===== src/rtl/qpsk_pkg.sv =====
package qpsk_pkg;
  typedef logic [1:0] qsym_t;

  typedef enum logic [1:0] {
    TURN_0   = 2'd0,
    TURN_90  = 2'd1,
    TURN_180 = 2'd2,
    TURN_270 = 2'd3
  } qturn_e;
endpackage


===== src/rtl/qpsk_pair_collector.sv =====
module qpsk_pair_collector
  import qpsk_pkg::*;
#(
  parameter bit BIT_IN = 1'b0
) (
  input  logic  clk_i,
  input  logic  rst_ni,
  input  logic  valid_i,
  input  logic [1:0] data_i,
  output logic  sym_vld_o,
  output qsym_t sym_o,
  output logic  half_o
);
  if (BIT_IN) begin : g_bits
    logic half_q;
    logic hi_q;

    always_ff @(posedge clk_i or negedge rst_ni) begin
      if (!rst_ni) begin
        half_q <= 1'b0;
        hi_q   <= 1'b0;
      end else if (valid_i) begin
        if (!half_q) begin
          hi_q   <= data_i[0];
          half_q <= 1'b1;
        end else begin
          half_q <= 1'b0;
        end
      end
    end

    assign sym_vld_o = valid_i & half_q;
    assign sym_o     = {hi_q, data_i[0]};
    assign half_o    = half_q;
  end else begin : g_ints
    assign sym_vld_o = valid_i;
    assign sym_o     = data_i;
    assign half_o    = 1'b0;
  end
endmodule


===== src/rtl/qpsk_sym_order.sv =====
module qpsk_sym_order
  import qpsk_pkg::*;
#(
  parameter bit GRAY = 1'b0
) (
  input  qsym_t  sym_i,
  output qturn_e turn_o
);
  if (GRAY) begin : g_gray
    // gray decode: adjacent turns differ in one bit
    assign turn_o = qturn_e'({sym_i[1], sym_i[1] ^ sym_i[0]});
  end else begin : g_bin
    assign turn_o = qturn_e'(sym_i);
  end
endmodule


===== src/rtl/qpsk_rotator.sv =====
module qpsk_rotator
  import qpsk_pkg::*;
#(
  parameter int W = 16
) (
  input  logic signed [W-1:0] c_i,
  input  logic signed [W-1:0] s_i,
  input  qturn_e              turn_i,
  output logic signed [W-1:0] x_o,
  output logic signed [W-1:0] y_o
);
  localparam logic signed [W-1:0] MIN_V = {1'b1, {(W-1){1'b0}}};
  localparam logic signed [W-1:0] MAX_V = {1'b0, {(W-1){1'b1}}};

  function automatic logic signed [W-1:0] neg_sat(input logic signed [W-1:0] v);
    return (v == MIN_V) ? MAX_V : -v;
  endfunction

  logic signed [W-1:0] nc, ns;
  assign nc = neg_sat(c_i);
  assign ns = neg_sat(s_i);

  always_comb begin
    unique case (turn_i)
      TURN_0:   begin x_o = c_i; y_o = s_i; end
      TURN_90:  begin x_o = ns;  y_o = c_i; end
      TURN_180: begin x_o = nc;  y_o = ns;  end
      default:  begin x_o = s_i; y_o = nc;  end
    endcase
  end
endmodule


===== src/rtl/qpsk_mapper.sv =====
module qpsk_mapper
  import qpsk_pkg::*;
#(
  parameter int W      = 16,
  parameter int FRAC   = 14,
  parameter bit BIT_IN = 1'b0,
  parameter bit GRAY   = 1'b0
) (
  input  logic         clk_i,
  input  logic         rst_ni,
  input  logic         valid_i,
  input  logic [1:0]   data_i,
  input  logic [W-1:0] cos_i,
  input  logic [W-1:0] sin_i,
  output logic         valid_o,
  output logic [W-1:0] i_o,
  output logic [W-1:0] q_o
);
  if (FRAC > W - 1) begin : g_bad_frac
    $error("FRAC must leave a sign bit");
  end

  logic   sym_vld;
  qsym_t  sym;
  logic   half_pair;
  qturn_e turn;
  logic signed [W-1:0] rx, ry;

  qpsk_pair_collector #(.BIT_IN(BIT_IN)) u_collect (
    .clk_i    (clk_i),
    .rst_ni   (rst_ni),
    .valid_i  (valid_i),
    .data_i   (data_i),
    .sym_vld_o(sym_vld),
    .sym_o    (sym),
    .half_o   (half_pair)
  );

  qpsk_sym_order #(.GRAY(GRAY)) u_order (
    .sym_i (sym),
    .turn_o(turn)
  );

  qpsk_rotator #(.W(W)) u_rot (
    .c_i   (cos_i),
    .s_i   (sin_i),
    .turn_i(turn),
    .x_o   (rx),
    .y_o   (ry)
  );

  always_ff @(posedge clk_i or negedge rst_ni) begin
    if (!rst_ni) begin
      valid_o <= 1'b0;
      i_o     <= '0;
      q_o     <= '0;
    end else begin
      valid_o <= sym_vld;
      if (sym_vld) begin
        i_o <= rx;
        q_o <= ry;
      end
    end
  end
endmodule


===== config.mk =====
export PLATFORM = sky130hd
export DESIGN_NAME = qpsk_mapper
export DESIGN_NICKNAME = d
export VERILOG_FILES = /design/src/rtl/qpsk_pkg.sv /design/src/rtl/qpsk_pair_collector.sv /design/src/rtl/qpsk_sym_order.sv /design/src/rtl/qpsk_rotator.sv /design/src/rtl/qpsk_mapper.sv
export SDC_FILE = /design/constraint.sdc
export NUM_CORES = 1
export LEC_CHECK = 0
export CORE_MARGIN = 2
export CORE_UTILIZATION = 40
export CTS_CLUSTER_DIAMETER = 150
export DETAILED_ROUTE_END_ITERATION = 10
export PLACE_DENSITY = 0.78
export SLEW_MARGIN = 10
export SYNTH_ARGS = -nofsm -noshare
export SYNTH_HDL_FRONTEND = slang
export SYNTH_SLANG_ARGS = --single-unit

===== constraint.sdc =====
create_clock -name clk_i -period 0.9 [get_ports clk_i]
set_input_delay 0.225 -clock clk_i [delete_from_list [all_inputs] [get_ports clk_i]]
set_output_delay 0.225 -clock clk_i [all_outputs]
set_load 0.02 [all_outputs]

# Word-level counts from Yosys, hierarchy flattened
# Index checks and enable logic that the tools add are counted.
word_totals:
  ff_bits: 33
  inputBits: 37
  out_inout_bits: 33
  elab_cells: 14
op_classes:
  addsub: 2
  n_eq_ne: 4
  mux: 4
  n_reduce_logical: 1
op_table:
  columns: ["op", "count"]
  rows:
  - ["16-bit one-hot mux with 3 select lines", 2]
  - ["16-bit == test, second input constant", 2]
  - ["16-bit 2-to-1 mux", 2]
  - ["16-bit negator", 2]
  - ["2-bit by 1-bit == test with 1-bit output, second input constant", 1]
  - ["2-bit == test, second input constant", 1]
  - ["2-bit zero test", 1]

# Logic depth before layout (Yosys ltp)
logic_depth:
  depth_word: 3
  ltp_mapped: 9
  ltp_nobuf: 8

# Modules after synthesis
# From an unflattened synthesis, not the netlist that was laid out.
hier_totals:
  cells_unflattened: 343
  area_unflattened_um2: 3229.3
by_module_without_submodules:
  columns: ["module", "n_inst", "cells_per_inst", "area_per_inst_um2", "seq_area_each_um2"]
  rows:
  - ["qpsk_rotator", 1, 267, 1810.5, 0.0]
  - ["qpsk_mapper", 1, 69, 1370.1, 825.8]
  - ["qpsk_pair_collector", 1, 5, 33.8, 0.0]
  - ["qpsk_sym_order", 1, 2, 15.0, 0.0]

# Worst setup path before layout
# No wires, ideal clock.
synth_timing:
  path_type: "input to register"
  from: "in sin_i[1]"
  to: "reg q_o[14]"
  setup_time_ps: 124
  arrival_ps: 1768
  t_required_ps: 776
  setup_slack_ps: -992
  stages: 8
  path_buffers: 0
  path_cell_list: "inv_1 -> ha_1 -> nor4b_4 -> and4_2 -> nor3b_2 -> mux2_2 -> nor3_1 -> o2bb2ai_1"
synth_between:
  elab_chain_len: 3
  elab_cells_between_ends: 4
  cone_classes: "add/sub: 1; eq/ne: 1; mux: 2"
synth_rtl:
  columns: ["element", "line", "text"]
  rows:
  - ["start, declared", "qpsk_mapper.sv:14", "input logic [W-1:0] sin_i,"]
  - ["16-bit negator or 16-bit == test (tied branches)", "qpsk_rotator.sv:16", "return (v == MIN_V) ? MAX_V : -v;"]
  - ["16-bit 2-to-1 mux (*)", "qpsk_rotator.sv:16", null]
  - ["16-bit one-hot mux with 3 select lines (*)", "qpsk_rotator.sv:24", "unique case (turn_i)"]
  - ["end signal, assigned", "qpsk_mapper.sv:61", "q_o <= ry;"]
  - ["end, declared", "qpsk_mapper.sv:17", "output logic [W-1:0] q_o"]
# Mark *: on every way between the ends. The rest lies on a longest branch, timed or not.
# A chain may end at the register's enable or synchronous reset.

# Worst setup path after layout
layout_timing:
  from: "in sin_i[0]"
  to: "reg q_o[14]"
# Same word-level chain as after synthesis.

==> out/metrics.cfg <==
[placed_design]
placement.io_buffers = 69
gp_congestion = 0.971
dp_hpwl_um = 8550
dp_cells = 618
dpl_cell_area_sq_um = 4650

[yosys]
postSynth.asyncResetShare = 1.00
synth_flop_cell = dfrtp_1
synth_edf_count = 0
synth_cell_type_count = 57
yosysWarningCount = 0
synth_area_per_cell_sq_um = 8.04
synth_nets = 400
ys_seq_area_frac = 0.284
synth_cells = 361
synth_seq_cells = 33
netlist_area_sq_um = 2900

[outcome]
status = finished, violations left
violations = setup timing

[die]
io_pins = 70
initial_core_util = 0.407
dieArea_sq_um = 7950
die_y_um = 89.2
rows = 31
die_w_um = 89.2
core_area_sq_um = 7140

[timing]
max_freq_mhz = 580
hold_ws_ns = 0.294
rsz0062_at_grt = true
finalSetupViolations = 65
slew_headroom = 0.563
timing.final.crit_share = 1.92
hold_viol = 0
min_period_ns = 1.72
slew_viol_final = 0
worst_pin_slew_ns = 0.647
clock_skew_ns = 0
setup_ws_ns = -0.825

[setup_path]
timing.rr.start = i_o[7]$_DFFE_PN0P_
cp_max_fo = 4
crit_type = in2reg
slowest_delay_ns = 0.33
cp_data_arrival_time_ns = 1.91
crit_path_start_kind = input pin
critPathSlowestCell = mux2_4
cp-end-kind = register
critical_path.cell_chain = buf_6 -> inv_4 -> ha_4 -> nor4b_4 -> buf_4 -> and4_4 -> nor3b_4 -> mux2_4 -> nor3_2 -> o2bb2ai_1
critPathRequiredTime_ns = 1.09
cp-startpoint = sin_i[0]

[cells_and_area]
layout_common_cells = 135 x buf_4, 53 x buf_6, 33 x dfrtp_1
drive_gt1_frac = 0.550
syn2layout_area_growth_pct = 86.9
final_nets = 602
n_antenna_cell = 0
final_area_sq_um = 5420
postLayoutCoreUtil = 0.760
stdcell_count = 663
final_common_cell = buf_4

[routing]
wl_um = 13000
drc = 0
first_pass_iters = 6
drt.antenna.violating_nets = 0
route.vias.total = 3958
via_per_inst = 5.97
wl_per_cell_um = 19.7
drt-initial-drc-count = 416

[cts]
cts_tree = built
cts.path.max_buffers = 2
clk_transition_reported_paths_ns = 0.08
cts-buffers-inserted = 5
cts.sinks = 33
cts-root-buf = clkbuf_8
cts-htree-levels = 2
clock_latency_ns = 0.30
cts_hold_buf = 0

[grt]
grt_max_degree = 34
grt-ovfl-total = 0
grt_pass1_vias = 3732
antenna_found_initial = 0
grt_pass1_wl_um = 19200
grt.total_usage = 0.315

[power]
p_leak_nw = 2.41
ir_drop_v = 0.000781
total_power_mw = 5.89
powerDensity_nw_per_um2 = 1090

[run]
drv_cap = 0

[worst_hold_path]
hold_path_class = in2async

## synth_stat cells (3+ instances only)
master	instances	area [sq um]
a31oi_1	14	87.6
xnor2_1	7	61.3
mux2_2	7	78.8
nand2b_1	3	18.8
o211ai_1	6	45.0
nand3_1	11	55.1
a21o_1	3	22.5
o21ai_0	29	145
o22ai_1	6	37.5
or3_1	7	43.8
o31ai_1	3	22.5
xor2_1	4	35.0
a21oi_1	20	100
inv_1	10	37.5
o41ai_1	3	26.3
o221ai_1	8	70.1
clkbuf_1	20	75.1
buf_2	4	20.0
nand2_1	36	135
nor3_1	11	55.1
or4_1	3	22.5
dfrtp_1	33	826
mux2i_1	16	160
o2bb2ai_1	11	96.3
nand4_1	3	18.8
nor2_1	35	131
## critical path, delay by kind of cell
kind	cells	cell delay, ns
buffers and inverters	3	0.34
and+or+nand+nor	4	0.80
adders and majority gates	1	0.12
AOI/OAI and AO/OA	1	0.09
muxes	1	0.33
## flip-flops by register name, indices dropped and copies added (netlist names)
register and cells:
q_o 16, i_o 16, valid_o 1
## path summary, 6_finish.rpt
path / to / slack, ns / depth (start not counted)
max: q_o[14]$_DFFE_PN0P_ / -0.82 / 10
min: i_o[0]$_DFFE_PN0P_ / 0.29 / 2
max reg2reg: i_o[7]$_DFFE_PN0P_ / -0.11 / 4
min reg2reg: q_o[5]$_DFFE_PN0P_ / 0.52 / 1
max in group asynchronous: q_o[6]$_DFFE_PN0P_ / 0.41 / 2
min in group clk_i: q_o[0]$_DFFE_PN0P_ / 0.29 / 3
## repair_timing
item	in CTS	in global routing
gates resized for setup	387	33
setup endpoints to repair	65	65
pin swaps	52	37
setup buffers	28	14
## cells by family after synthesis
kind of cell / after synthesis / share of synthesized area
DFF: 33 / 0.284
buffers and inverters: 40 / 0.0612
and+or+nand+nor: 132 / 0.250
xor gates and xnor gates: 11 / 0.0332
muxes: 23 / 0.0823
AOI/OAI and AO/OA: 120 / 0.280
adders and majority gates: 2 / 0.00862
## routing by layer
layer  GRT usage  share of wire  up-vias
met5           0              0        -
met2       0.519           0.48      243
met1       0.419           0.41     1896
met4       0.106          0.038        0
met3      0.0545          0.082       57
li1            -              -     1762
## where the power goes
part | total [mW] | internal (mW) | switching [mW]
clock network | 1.53 | 0.904 | 0.629
registers | 1.80 | 1.66 | 0.138
logic | 2.55 | 1.31 | 1.24
total | 5.89 | 3.88 | 2.01
## metrics by stage
| stage | TNS [ns] | worst slack (ns) |
|---|---|---|
| 4_1_cts | -25.59 | -0.775 |
| 3_5_place_dp | -53.20 | -1.55 |
| 2_1_floorplan | -20.43 | -0.862 |
| 6_report | -27.32 | -0.825 |
| 3_3_place_gp | -53.08 | -1.53 |
| 5_1_grt | -29.48 | -0.827 |
## final cells by class
| type | instances | area, sq um |
|---|---|---|
| timing repair buffer | 224 | 1970 |
| multi-input combinational | 288 | 2310 |
| inverter | 11 | 68.8 |
| tap | 99 | 124 |
| clock buffer | 7 | 86.3 |
| fill | 488 | 1710 |
| sequential | 33 | 826 |
| clock inverter | 1 | 30.0 |
No activity file was read; power rests on OpenSTA's default activity.
